<file path="src/rtl/dbuf_pkg.sv">
package dbuf_pkg;

  localparam int REG_AW = 16;

  localparam logic [REG_AW-1:0] ADR_DISP_START = 16'h3000;
  localparam logic [REG_AW-1:0] ADR_REND_OFF   = 16'h3008;
  localparam logic [REG_AW-1:0] ADR_LINE_PITCH = 16'h3010;

  typedef struct packed {
    logic disp;
    logic roff;
    logic pitch;
  } wr_sel_t;

  function automatic wr_sel_t decode_wr(input logic wr, input logic [REG_AW-1:0] a);
    wr_sel_t s;
    s.disp  = wr && (a == ADR_DISP_START);
    s.roff  = wr && (a == ADR_REND_OFF);
    s.pitch = wr && (a == ADR_LINE_PITCH);
    return s;
  endfunction

endpackage

</file>
<file path="src/rtl/dbuf_reg_dec.sv">
module dbuf_reg_dec #(
  parameter int AW        = 24,
  parameter int PW        = 14,
  parameter int RST_PITCH = 640
) (
  input  logic                        clk,
  input  logic                        rst_n,
  input  logic                        wr,
  input  logic [dbuf_pkg::REG_AW-1:0] addr,
  input  logic [AW-1:0]               wdata,
  input  logic [PW-1:0]               pitch_din,
  output dbuf_pkg::wr_sel_t           sel,
  output logic [AW-1:0]               roff_eff,
  output logic [PW-1:0]               pitch_eff
);
  logic [AW-1:0] roff_q;
  logic [PW-1:0] pitch_q;
  logic          wr_other;

  assign sel      = dbuf_pkg::decode_wr(wr, addr);
  assign wr_other = wr && !(sel.disp || sel.roff || sel.pitch);

  // a write arriving with a coordinate is already in force for it
  assign roff_eff  = sel.roff  ? wdata     : roff_q;
  assign pitch_eff = sel.pitch ? pitch_din : pitch_q;

  always_ff @(posedge clk) begin
    if (!rst_n) begin
      roff_q  <= '0;
      pitch_q <= PW'(RST_PITCH);
    end else begin
      if (sel.roff)  roff_q  <= wdata;
      if (sel.pitch) pitch_q <= pitch_din;
    end
  end

  p_roff_load_r8: assert property (@(posedge clk) disable iff (!rst_n)
    sel.roff |=> roff_q == $past(wdata));

  p_pitch_load_r9: assert property (@(posedge clk) disable iff (!rst_n)
    sel.pitch |=> pitch_q == $past(pitch_din));

  p_other_quiet_r11: assert property (@(posedge clk) disable iff (!rst_n)
    wr_other |=> ($stable(roff_q) && $stable(pitch_q)));

endmodule

</file>
<file path="src/rtl/dbuf_disp_latch.sv">
module dbuf_disp_latch #(
  parameter int AW = 24
) (
  input  logic          clk,
  input  logic          rst_n,
  input  logic          wr_disp,
  input  logic [AW-1:0] wdata,
  input  logic          vblank_end,
  output logic [AW-1:0] scan_base,
  output logic          pending
);
  logic [AW-1:0] stage_q;
  logic [AW-1:0] scan_q;
  logic          pend_q;
  logic          latch_evt;
  logic [AW-1:0] latch_val;

  // frame boundary with something to take: a staged value or a write in flight
  assign latch_evt = vblank_end && (pend_q || wr_disp);
  assign latch_val = wr_disp ? wdata : stage_q;

  always_ff @(posedge clk) begin
    if (!rst_n) begin
      stage_q <= '0;
      scan_q  <= '0;
      pend_q  <= 1'b0;
    end else begin
      if (wr_disp) stage_q <= wdata;
      if (latch_evt) begin
        scan_q <= latch_val;
        pend_q <= 1'b0;
      end else if (wr_disp) begin
        pend_q <= 1'b1;
      end
    end
  end

  assign scan_base = scan_q;
  assign pending   = pend_q;

  p_hold_midframe_r2: assert property (@(posedge clk) disable iff (!rst_n)
    !vblank_end |=> $stable(scan_q));

  p_pend_set_r2: assert property (@(posedge clk) disable iff (!rst_n)
    (wr_disp && !vblank_end) |=> pend_q);

  p_pend_clear_r3: assert property (@(posedge clk) disable iff (!rst_n)
    vblank_end |=> !pend_q);

  p_take_staged_r3: assert property (@(posedge clk) disable iff (!rst_n)
    (vblank_end && pend_q && !wr_disp) |=> scan_q == $past(stage_q));

  p_same_cycle_r5: assert property (@(posedge clk) disable iff (!rst_n)
    (vblank_end && wr_disp) |=> scan_q == $past(wdata));

  p_idle_boundary_r6: assert property (@(posedge clk) disable iff (!rst_n)
    (vblank_end && !pend_q && !wr_disp) |=> $stable(scan_q));

endmodule

</file>
<file path="src/rtl/dbuf_addr_pipe.sv">
module dbuf_addr_pipe #(
  parameter int AW = 24,
  parameter int CW = 12,
  parameter int PW = 14
) (
  input  logic          clk,
  input  logic          rst_n,
  input  logic          crd_valid,
  output logic          crd_ready,
  input  logic [CW-1:0] crd_x,
  input  logic [CW-1:0] crd_y,
  input  logic [PW-1:0] pitch,
  input  logic [AW-1:0] roff,
  output logic          pix_valid,
  input  logic          pix_ready,
  output logic [AW-1:0] pix_addr
);
  logic          vld_q;
  logic [AW-1:0] addr_q;
  logic          take;
  logic          stall;
  logic [AW-1:0] next_addr;

  // screen-space address first, offset added as the final step
  function automatic logic [AW-1:0] screen_lin(input logic [CW-1:0] x,
                                               input logic [CW-1:0] y,
                                               input logic [PW-1:0] p);
    logic [AW-1:0] row;
    row = AW'(y) * AW'(p);
    return row + AW'(x);
  endfunction

  function automatic logic [AW-1:0] rebase(input logic [AW-1:0] lin,
                                           input logic [AW-1:0] off);
    return lin + off;
  endfunction

  assign stall     = vld_q && !pix_ready;
  assign crd_ready = !stall;
  assign take      = crd_valid && crd_ready;
  assign next_addr = rebase(screen_lin(crd_x, crd_y, pitch), roff);

  always_ff @(posedge clk) begin
    if (!rst_n) begin
      vld_q  <= 1'b0;
      addr_q <= '0;
    end else if (!stall) begin
      vld_q <= take;
      if (take) addr_q <= next_addr;
    end
  end

  assign pix_valid = vld_q;
  assign pix_addr  = addr_q;

  p_stall_hold_r10: assert property (@(posedge clk) disable iff (!rst_n)
    (pix_valid && !pix_ready) |=> (pix_valid && $stable(pix_addr)));

  p_accept_fills_r7: assert property (@(posedge clk) disable iff (!rst_n)
    (crd_valid && crd_ready) |=> pix_valid);

  p_drain_empties_r10: assert property (@(posedge clk) disable iff (!rst_n)
    (pix_valid && pix_ready && !crd_valid) |=> !pix_valid);

endmodule

</file>
<file path="src/rtl/dbuf_base_ctrl.sv">
module dbuf_base_ctrl #(
  parameter int AW        = 24,
  parameter int CW        = 12,
  parameter int PW        = 14,
  parameter int RST_PITCH = 640
) (
  input  logic                        clk,
  input  logic                        rst_n,
  input  logic                        reg_wr,
  input  logic [dbuf_pkg::REG_AW-1:0] reg_addr,
  input  logic [AW-1:0]               reg_wdata,
  input  logic                        vblank_end,
  output logic [AW-1:0]               scan_base,
  output logic                        swap_pending,
  input  logic                        crd_valid,
  output logic                        crd_ready,
  input  logic [CW-1:0]               crd_x,
  input  logic [CW-1:0]               crd_y,
  output logic                        pix_valid,
  input  logic                        pix_ready,
  output logic [AW-1:0]               pix_addr
);
  dbuf_pkg::wr_sel_t wr_sel;
  logic [AW-1:0]     roff_eff;
  logic [PW-1:0]     pitch_eff;

  dbuf_reg_dec #(.AW(AW), .PW(PW), .RST_PITCH(RST_PITCH)) u_regs (
    .clk       (clk),
    .rst_n     (rst_n),
    .wr        (reg_wr),
    .addr      (reg_addr),
    .wdata     (reg_wdata),
    .pitch_din (reg_wdata[PW-1:0]),
    .sel       (wr_sel),
    .roff_eff  (roff_eff),
    .pitch_eff (pitch_eff)
  );

  dbuf_disp_latch #(.AW(AW)) u_disp (
    .clk        (clk),
    .rst_n      (rst_n),
    .wr_disp    (wr_sel.disp),
    .wdata      (reg_wdata),
    .vblank_end (vblank_end),
    .scan_base  (scan_base),
    .pending    (swap_pending)
  );

  dbuf_addr_pipe #(.AW(AW), .CW(CW), .PW(PW)) u_pipe (
    .clk       (clk),
    .rst_n     (rst_n),
    .crd_valid (crd_valid),
    .crd_ready (crd_ready),
    .crd_x     (crd_x),
    .crd_y     (crd_y),
    .pitch     (pitch_eff),
    .roff      (roff_eff),
    .pix_valid (pix_valid),
    .pix_ready (pix_ready),
    .pix_addr  (pix_addr)
  );

  p_rst_state_r1: assert property (@(posedge clk)
    !rst_n |=> (!swap_pending && !pix_valid && scan_base == '0));

endmodule

</file>
<file path="config.mk">
export PLATFORM = sky130hd
export DESIGN_NAME = dbuf_base_ctrl
export DESIGN_NICKNAME = d
export VERILOG_FILES = /design/src/rtl/dbuf_pkg.sv /design/src/rtl/dbuf_reg_dec.sv /design/src/rtl/dbuf_disp_latch.sv /design/src/rtl/dbuf_addr_pipe.sv /design/src/rtl/dbuf_base_ctrl.sv
export SDC_FILE = /design/constraint.sdc
export NUM_CORES = 1
export LEC_CHECK = 0
export BUFFER_PORTS_ARGS = -buffer_cell sky130_fd_sc_hd__buf_2
export CAP_MARGIN = 30
export CORE_MARGIN = 1.5
export CORE_UTILIZATION = 55
export DETAILED_ROUTE_END_ITERATION = 8
export PLACE_DENSITY = 0.81
export SLEW_MARGIN = 5
export SYNTH_ARGS = -nofsm -noshare
export SYNTH_HDL_FRONTEND = slang
export SYNTH_SLANG_ARGS = --single-unit
export TNS_END_PERCENT = 30
</file>
<file path="constraint.sdc">
create_clock -name clk -period 7.5 [get_ports clk]
set_input_delay 0.75 -clock clk [delete_from_list [all_inputs] [get_ports clk]]
set_output_delay 0.75 -clock clk [all_outputs]
set_load 0.02 [all_outputs]
</file>
==> impl_metrics.py, run 1 <==
metrics = {
    "layout": {
        "antenna_cells": 0,
        "multi_input_area_sq_mm": 0.00729,
        "final_nets": 1525,
        "layout.area.seq_sq_mm": 0.00224,
        "fillCellCount": 1547,
        "syn_to_final_growth_pct": 12.2,
        "drive_above_1_share": 0.167,
    },
    "sta": {
        "slew_violations": 0,
        "period_share": 0.967,
        "slew_headroom": 0.590,
        "finalCriticalPeriod_ns": 7.25,
        "setup_tns_ns": 0,
        "hold_viol": 0,
        "tightest_slew_ns": 0.615,
        "fmax_ghz": 0.138,
        "timing.hold.ws_ns": 0.453,
        "finalSetupViolations": 0,
        "fin_skew_ns": 0.00978,
    },
    "clock_network": {
        "cts_tree": "done",
        "clock_latency_ns": 0.36,
        "htree_levels": 3,
        "clk_pin_slew_ns": 0.08,
        "cts_made_buffers": 9,
        "ctsHoldBuffers": 0,
        "numClockSinks": 112,
        "clk_path_buf_depth": 2,
        "cts_root_buf": "clkbuf_16",
        "postCtsSetupBuffers": 0,
    },
    "synth": {
        "synth_edf_count": 0,
        "synth_top_area_cell": "fa_1",
        "synth_top_area_share": 0.287,
        "synth-seq-cells": 112,
        "netlist_area_sq_mm": 0.0105,
        "yosysMostFrequentCell": "inv_1",
        "ys_async_sr_fraction": 0,
        "postSynthAreaPerCell_sq_um": 9.26,
        "synthTopCellsByArea": "fa_1 (29%), dfxtp_1 (21%), ha_1 (8.6%)",
        "syn_inst": 1130,
        "yosysSeqAreaShare": 0.214,
        "synth_common_cells": "inv_1 (197), fa_1 (150), and2_1 (117)",
        "synth_nets": 1422,
        "synth_ff_type": "dfxtp_1",
        "yosys_warnings": 0,
        "yosys.cell_types.count": 56,
    },
    "grt": {
        "grtUsageTotal": 0.258,
        "grt_pass1_vias": 8445,
        "grt_pass1_wl_mm": 40.4,
        "grt_start_max_net_pins": 59,
        "antenna_found_initial": 0,
        "gr-total-overflow": 0,
    },
    "setup_path": {
        "arrival_ns": 7.49,
        "startpoint": "reg_addr[11]",
        "required_ns": 7.74,
        "r2r_slack_ns": 1.54,
        "r2r_start": "u_regs.pitch_q[7]",
        "cp-start-kind": "input pin",
        "worst-setup-path-type": "input pin to flip-flop",
        "crit_fanout": 7,
        "reg2reg_to": "u_pipe.pix_addr[22]",
        "r2r_cells": 22,
        "endpoint_kind": "flip-flop",
    },
    "detailed_routing": {
        "drtPass1Iterations": 4,
        "vias": 7944,
        "drc": 0,
        "first_iter_violations": 422,
        "drtAntennaViolNets": 0,
        "wl_per_cell_um": 16.4,
        "vias_per_cell": 5.40,
        "wl_mm": 24.1,
    },
    "placement": {
        "dp_hpwl_mm": 19.8,
        "io_buffer_count": 120,
        "place_congestion": 0.903,
    },
    "die": {
        "initial_utilization": 0.559,
        "die_area_sq_mm": 0.0199,
        "row_count": 50,
        "core_sq_mm": 0.0187,
        "chipHeight_um": 141,
        "ios": 121,
        "die_x_um": 141,
    },
    "pwr": {
        "p_per_area_mw_per_mm2": 126,
        "p_leak_nw": 5.89,
        "peakVddDrop_mv": 0.127,
    },
    "run_status": {
        "status": "finished clean",
    },
    "worst_hold_path": {
        "hp-class": "flip-flop to flip-flop",
        "hold_depth": 2,
        "hp-start": "u_pipe.pix_addr[7]",
        "whs_endpoint": "u_pipe.pix_addr[7]",
    },
    "flow_run": {
        "maxCapViolations": 0,
    },
}
==> area by class of cell <==
class                      instances  share of cell area
clock inverter                     6             0.00522
tap                              234              0.0249
inverter                         198              0.0633
clock buffer                      10              0.0204
sequential                       112               0.191
timing repair buffer             151              0.0738
multi-input combinational        761               0.621
==> cells in the final DEF, fill, tap and decap left out, types with 3 or more instances in the layout <==
| master | count |
|---|---|
| o21ai_1 | 6 |
| clkbuf_16 | 9 |
| and2_1 | 117 |
| fa_1 | 150 |
| xnor2_1 | 15 |
| o211ai_1 | 4 |
| nand2_1 | 110 |
| buf_4 | 29 |
| nor2_1 | 60 |
| a21oi_1 | 31 |
| o21ai_0 | 14 |
| ha_1 | 72 |
| buf_2 | 120 |
| a21o_1 | 8 |
| or2_2 | 3 |
| mux2i_1 | 39 |
| a211oi_1 | 28 |
| nand4_1 | 3 |
| dfxtp_1 | 112 |
| mux2_2 | 24 |
| nor2b_1 | 15 |
| inv_1 | 197 |
| xor2_1 | 4 |
| nand3_1 | 13 |
==> power by group <==
group          total, mW  switching (mW)  internal [mW]  leakage, nW
clock network      0.482           0.239          0.244        0.150
registers          0.619          0.0104          0.609        0.906
logic              0.378           0.229          0.149         4.83
==> flip-flops by register name, summed over array words and instances (netlist names) <==
signal,cells
u_disp.scan_base,24
u_disp.stage_q,24
u_pipe.pix_addr,24
u_regs.roff_q,24
u_regs.pitch_q,14
u_disp.pending,1
u_pipe.pix_valid,1
==> metrics by stage <==
stage | std cells | setup WS [ns] | total power [mW] | area (sq um) | util
after floorplan | 1130 | 0.0676 | 0.875 | 10500 | -
after global placement | 1454 | 0.0871 | 0.988 | 11300 | 0.607
after detailed placement | 1455 | -0.108 | 1.00 | 11400 | 0.608
after CTS | 1471 | 0.221 | 1.48 | 11700 | 0.624
after global routing | 1472 | -0.0231 | 1.56 | 11700 | 0.627
final | 1472 | 0.249 | 1.48 | 11700 | 0.627
==> timing repair <==
item,in CTS,in global routing
hold endpoints to repair,0,0
gates resized for setup,0,9
endpoints found under the setup margin,0,8
==> worst max-delay path, stage by stage <==
cell,delay (ns)
buf_2,0.12
nor4_4,0.30
nor4b_4,0.22
and4b_1,0.21
buf_4,0.18
buf_4,0.16
mux2_2,0.35
and2_1,0.18
fa_1,0.54
inv_1,0.05
fa_1,0.47
inv_1,0.05
fa_1,0.48
fa_1,0.51
fa_1,0.50
inv_1,0.06
fa_1,0.49
inv_1,0.05
ha_1,0.34
inv_1,0.10
nor4_2,0.31
nor3_2,0.11
o21ai_2,0.21
o2111ai_1,0.23
a21oi_1,0.25
xnor2_1,0.15
o21ai_1,0.07
==> metal layers <==
layer	GRT usage	wire length, um	up-vias
met1	0.298	9300	3939
met2	0.475	12800	210
met4	0.105	946	0
met5	0	0	-
met3	0.0438	1040	67
li1	-	-	3728
==> worst max path at each step <==
stage | end | cells past startpoint
2_1_floorplan | u_pipe.pix_addr[18] | 29
3_3_place_gp | u_pipe.pix_addr[23] | 29
3_5_place_dp | u_pipe.pix_addr[18] | 27
4_1_cts | u_pipe.pix_addr[18] | 27
5_1_grt | u_pipe.pix_addr[15] | 29
6_report | u_pipe.pix_addr[22] | 27
==> cell families after synthesis <==
logic type / Yosys count / synth area share
compound gates: 111 / 0.0689
xor+xnor: 21 / 0.0196
fa+ha+maj: 222 / 0.373
buf+inv: 257 / 0.0936
flops: 112 / 0.214
mux: 63 / 0.0631
simple gates: 344 / 0.167
(Power assumes the default switching activity.)
==> run 2, diff against run 1 <==
--- a/config.mk
+++ b/config.mk
@@ -5,14 +5,15 @@
 export SDC_FILE = /design/constraint.sdc
 export NUM_CORES = 1
 export LEC_CHECK = 0
-export BUFFER_PORTS_ARGS = -buffer_cell sky130_fd_sc_hd__buf_2
 export CAP_MARGIN = 30
 export CORE_MARGIN = 1.5
-export CORE_UTILIZATION = 55
+export CORE_UTILIZATION = 35
 export DETAILED_ROUTE_END_ITERATION = 8
-export PLACE_DENSITY = 0.81
+export DONT_BUFFER_PORTS = 1
+export PLACE_DENSITY = 0.53
 export SLEW_MARGIN = 5
 export SYNTH_ARGS = -nofsm -noshare
 export SYNTH_HDL_FRONTEND = slang
+export SYNTH_HIERARCHICAL = 1
 export SYNTH_SLANG_ARGS = --single-unit
 export TNS_END_PERCENT = 30
==> run 2 against run 1 <==
Net effect: critical path depth decreased by 5; non-clock buffer count is 131 lower; first-iteration DRC count is 11% higher; setup slack gained 0.50 ns; cell count rose by 5.8%; sequential cell count is the same; worst hold slack got worse by 0.0077 ns; power fell by 3.1%; via count decreased by 3.0%; critical endpoint is now u_pipe/pix_addr[20]; die area is 60% higher; core utilization decreased by 25 points; clock skew up 0.0019 ns; critical path type unchanged.
==> impl_metrics.py, run 2 <==
metrics = {
    "setup_path": {
        "critical-path-slowest-cell": "and3_1",
        "cpPeakStageDelay_ns": 0.55,
        "endpoint_kind": "flip-flop",
        "required_ns": 7.78,
        "arrival_ns": 7.02,
        "cp_common_cell": "fa_1",
        "r2r_slack_ns": 1.75,
        "r2r_cells": 22,
        "worst-setup-path-type": "input pin to flip-flop",
        "cp-start-kind": "input pin",
        "crit_fanout": 14,
        "crit_chain": "nor4b_2 -> and3_1 -> nand3_1 -> nand2_1 -> nand2_1 -> fa_1 -> fa_1 -> inv_1 -> fa_1 -> fa_1 -> fa_1 -> inv_1 -> fa_1 -> inv_1 -> ha_1 -> a21o_1 -> a21oi_2 -> o211ai_2 -> a2111oi_4 -> a21boi_0 -> xnor2_1 -> a211oi_1",
    },
    "clock_network": {
        "clk_path_buf_depth": 2,
        "cts_made_buffers": 9,
        "postCtsSetupBuffers": 0,
        "ctsResizeCount": 0,
        "cts_root_buf": "clkbuf_16",
        "clk_pin_slew_ns": 0.08,
        "htree_levels": 3,
        "cts_tree": "done",
        "ctsHoldBuffers": 0,
        "numClockSinks": 112,
        "clock_latency_ns": 0.37,
    },
    "sta": {
        "tightest_slew_ns": 0.932,
        "fin_skew_ns": 0.0117,
        "hold_viol": 0,
        "finalSetupViolations": 0,
        "rsz0062_at_grt": "no",
        "slew_headroom": 0.377,
        "fmax_ghz": 0.148,
        "finalCriticalPeriod_ns": 6.75,
        "setup_tns_ns": 0,
        "period_share": 0.900,
        "slew_violations": 0,
    },
    "layout": {
        "layout.area.seq_sq_mm": 0.00224,
        "final_common_cell": "inv_1",
        "fillCellCount": 3040,
        "drive_above_1_share": 0.0497,
        "mostFrequentLayoutCells": "inv_1 (183), nand2_1 (180), fa_1 (150)",
        "syn_to_final_growth_pct": 5.73,
        "antenna_cells": 0,
        "final_nets": 1454,
        "finalNonFillerCells": 1557,
        "multi_input_area_sq_mm": 0.00742,
        "design_area_sq_mm": 0.0113,
        "final_util": 0.380,
    },
    "detailed_routing": {
        "route.top_layer_used": "met4",
        "wl_met1_mm": 12.8,
        "vias": 7703,
        "wl_met3_mm": 2.10,
        "drtAntennaViolNets": 0,
        "drtPass1Iterations": 5,
        "drc": 0,
        "vias_per_cell": 4.95,
        "wl_mm": 26.6,
        "first_iter_violations": 468,
        "wl_met2_mm": 11.6,
        "wl_per_cell_um": 17.1,
    },
    "flow_run": {
        "maxCapViolations": 0,
    },
    "synth": {
        "yosys_warnings": 6,
        "postSynthAreaPerCell_sq_um": 8.97,
        "syn_inst": 1196,
        "netlist_area_sq_mm": 0.0107,
        "synth_nets": 1488,
    },
    "worst_hold_path": {
        "hold_depth": 1,
        "hp-class": "input pin to flip-flop",
    },
    "grt": {
        "gr-total-overflow": 0,
        "grtUsageTotal": 0.176,
        "grt_start_max_net_pins": 71,
        "grt_pass1_wl_mm": 43.2,
        "antenna_found_initial": 0,
        "grt_pass1_vias": 7947,
    },
    "run_status": {
        "status": "finished clean",
    },
    "die": {
        "die_x_um": 178,
        "initial_utilization": 0.359,
        "ios": 121,
        "chipHeight_um": 178,
        "row_count": 63,
        "core_sq_mm": 0.0299,
        "die_area_sq_mm": 0.0317,
    },
    "placement": {
        "dp.cells": 1541,
        "place_congestion": 0.832,
        "io_buffer_count": 0,
        "dp_hpwl_mm": 21.6,
        "place_area_sq_mm": 0.0110,
    },
    "pwr": {
        "p_leak_nw": 5.24,
        "fin_total_pwr_mw": 1.43,
        "p_per_area_mw_per_mm2": 126,
        "peakVddDrop_mv": 0.141,
    },
}
==> run 2: metrics by stage <==
| stage | hold WS (ns) | worst slack, ns |
|---|---|---|
| after floorplan | 0.469 | 0.603 |
| after global placement | 0.478 | 0.445 |
| after detailed placement | 0.486 | 0.370 |
| after CTS | 0.431 | 0.770 |
| after global routing | 0.426 | 0.333 |
| final | 0.445 | 0.752 |
==> run 2: report_power, final <==
| group | switching [mW] | internal [mW] | total [mW] | leakage (nW) |
|---|---|---|---|---|
| Sequential | 0.0277 | 0.609 | 0.637 | 0.906 |
| Combinational | 0.159 | 0.113 | 0.272 | 4.18 |
| Clock | 0.249 | 0.277 | 0.525 | 0.157 |
| Total | 0.435 | 0.998 | 1.43 | 5.24 |
==> run 2: area by class of cell <==
class | instances | area share
Clock buffer | 10 | 0.0211
Clock inverter | 6 | 0.00717
Inverter | 185 | 0.0612
Multi-Input combinational cell | 834 | 0.655
Sequential cell | 112 | 0.198
Tap cell | 390 | 0.0430
Timing Repair Buffer | 20 | 0.0150
==> run 2: worst max-delay path, delay by kind of cell <==
family	cells	cell delay (ns)
compound gates	6	1.16
simple gates	5	1.58
xor+xnor	1	0.15
fa+ha+maj	7	3.26
buf+inv	3	0.14
==> run 2: path summary, 6_finish.rpt <==
path / to / from
max reg2reg: u_pipe/pix_addr[20] / u_regs/pitch_q[5]
max: u_pipe/pix_addr[20] / reg_addr[15]
min: u_disp/pending / vblank_end
min reg2reg: u_regs/pitch_q[2] / u_regs/pitch_q[2]
==> run 2: per-layer routing <==
layer  vias to the layer above  GRT usage
met1                      3779      0.246
met2                       192      0.269
met5                         -          0
li1                       3722          -
met3                        10     0.0543
met4                         0     0.0284
==> run 3, diff against run 2 <==
--- a/config.mk
+++ b/config.mk
@@ -10,7 +10,7 @@
 export CORE_UTILIZATION = 35
 export DETAILED_ROUTE_END_ITERATION = 8
 export DONT_BUFFER_PORTS = 1
-export PLACE_DENSITY = 0.53
+export PLACE_DENSITY = 0.51
 export SLEW_MARGIN = 5
 export SYNTH_ARGS = -nofsm -noshare
 export SYNTH_HDL_FRONTEND = slang
==> constraint.sdc (replaced) <==
create_clock -name clk -period 8.7 [get_ports clk]
set_input_delay 0.87 -clock clk [delete_from_list [all_inputs] [get_ports clk]]
set_output_delay 0.87 -clock clk [all_outputs]
set_load 0.02 [all_outputs]
==> run 3 against run 2 <==
Net effect: core utilization shrank 0.42 points; sequential share of layout area increased by 0.22 points; die area is the same; cell count decreased by 0.96%; clock skew fell by 0.0017 ns; critical path type unchanged.
==> impl_metrics.py, run 3 (synthesis results as in run 2) <==
metrics = {
    "grt": {
        "antenna_found_initial": 0,
        "grt_start_max_net_pins": 71,
        "grtUsageTotal": 0.175,
        "met2_usage": 0.260,
        "grt_pass1_wl_mm": 42.9,
        "grt_pass1_vias": 7732,
        "busiest_layer": "met2",
        "met1_usage": 0.250,
        "use_met3": 0.0537,
        "gr-total-overflow": 0,
    },
    "sta": {
        "slew_violations": 0,
        "hold_viol": 0,
        "fmax_ghz": 0.133,
        "fin_skew_ns": 0.00992,
        "setup_tns_ns": 0,
        "period_share": 0.864,
        "rsz0062_at_grt": "no",
        "finalCriticalPeriod_ns": 7.51,
        "slew_headroom": 0.369,
        "finalSetupViolations": 0,
        "tightest_slew_ns": 0.944,
    },
    "layout": {
        "antenna_cells": 0,
        "layout.area.seq_sq_mm": 0.00224,
        "final_nets": 1439,
        "final_common_cell": "inv_1",
        "multi_input_area_sq_mm": 0.00742,
        "syn_to_final_growth_pct": 4.56,
        "fillCellCount": 3066,
        "drive_above_1_share": 0.0373,
        "mostFrequentLayoutCells": "inv_1 (183), nand2_1 (180), fa_1 (150)",
    },
    "setup_path": {
        "cp-start-kind": "input pin",
        "worst-setup-path-type": "input pin to flip-flop",
        "r2r_cells": 23,
        "r2r_start": "u_regs/pitch_q[7]",
        "r2r_slack_ns": 2.61,
        "endpoint_kind": "flip-flop",
        "crit_fanout": 15,
        "arrival_ns": 7.79,
        "required_ns": 8.98,
        "reg2reg_to": "u_pipe/pix_addr[20]",
    },
    "pwr": {
        "fin_total_pwr_mw": 1.21,
        "peakVddDrop_mv": 0.0873,
        "p_per_area_mw_per_mm2": 108,
        "p_leak_nw": 5.16,
    },
    "die": {
        "chipHeight_um": 178,
        "initial_utilization": 0.359,
        "core_sq_mm": 0.0299,
        "die_x_um": 178,
        "die_area_sq_mm": 0.0317,
        "row_count": 63,
        "ios": 121,
    },
    "worst_hold_path": {
        "whs_endpoint": "u_regs/roff_q[0]",
        "hold_depth": 2,
        "hp-class": "flip-flop to flip-flop",
        "hp-start": "u_regs/roff_q[0]",
    },
    "flow_run": {
        "maxCapViolations": 0,
    },
    "run_status": {
        "status": "finished clean",
    },
    "clock_network": {
        "cts_tree": "done",
        "clk_pin_slew_ns": 0.08,
        "clk_path_buf_depth": 2,
        "htree_levels": 3,
        "ctsHoldBuffers": 0,
        "cts_root_buf": "clkbuf_16",
        "postCtsSetupBuffers": 0,
        "cts_made_buffers": 9,
        "numClockSinks": 112,
        "ctsResizeCount": 0,
        "clock_latency_ns": 0.38,
    },
    "placement": {
        "io_buffer_count": 0,
        "place_congestion": 0.832,
        "dp_hpwl_mm": 21.3,
    },
    "detailed_routing": {
        "drtPass1Iterations": 7,
        "first_iter_violations": 377,
        "vias_per_cell": 4.88,
        "wl_per_cell_um": 17.1,
        "drtAntennaViolNets": 0,
        "wl_mm": 26.4,
        "vias": 7531,
        "drc": 0,
    },
}
## run 3: worst max-delay path by stage
stage	slack, ns	to	cells after the start	startpoint
CTS	1.24	u_pipe/pix_addr[20]	25	reg_addr[8]
global route	0.75	u_pipe/pix_addr[22]	25	reg_addr[8]
floorplan	1.68	u_pipe/pix_addr[18]	27	reg_addr[8]
detailed placement	0.84	u_pipe/pix_addr[20]	25	reg_addr[8]
finish	1.19	u_pipe/pix_addr[20]	25	reg_addr[8]
global placement	0.95	u_pipe/pix_addr[20]	25	reg_addr[8]
## run 3: where the power goes
group | switching (mW) | internal, mW
logic | 0.136 | 0.0972
registers | 0.0242 | 0.525
clock network | 0.222 | 0.207
## run 3: critical path, stage by stage
cell,delay [ns]
nor4b_4,0.30
nand4_1,0.58
o21ai_0,0.44
nand2_1,0.32
and2_1,0.26
fa_1,0.54
inv_1,0.05
fa_1,0.49
inv_1,0.06
fa_1,0.50
inv_1,0.06
fa_1,0.52
inv_1,0.05
fa_1,0.47
inv_1,0.05
fa_1,0.47
inv_1,0.04
ha_1,0.35
a21o_1,0.19
a21o_1,0.17
a21o_1,0.20
o21ai_0,0.27
a21boi_0,0.17
xnor2_1,0.15
a211oi_1,0.21
## run 3: metrics by stage
stage | util | hold slack [ns] | cell area, sq um | instances | setup slack [ns]
2_1_floorplan | - | 0.469 | 10700 | 1196 | 1.68
3_3_place_gp | 0.364 | 0.478 | 10900 | 1525 | 0.953
3_5_place_dp | 0.365 | 0.486 | 10900 | 1526 | 0.838
4_1_cts | 0.375 | 0.498 | 11200 | 1542 | 1.24
5_1_grt | 0.375 | 0.517 | 11200 | 1542 | 0.754
6_report | 0.375 | 0.497 | 11200 | 1542 | 1.19
## run 3: layout make-up
| type | instances | area share |
|---|---|---|
| multi-input cells | 834 | 0.662 |
| flip-flops and latches | 112 | 0.200 |
| inverters | 185 | 0.0619 |
| well taps | 390 | 0.0435 |
| clock buffers | 9 | 0.0201 |
| clock inverters | 7 | 0.00736 |
| repair buffers | 5 | 0.00513 |
## run 3: metal layers
metal | up-vias | part of all wire
met3 | 14 | 0.075
met2 | 186 | 0.42
met1 | 3632 | 0.49
met5 | - | 0
met4 | 0 | 0.0082
li1 | 3699 | -
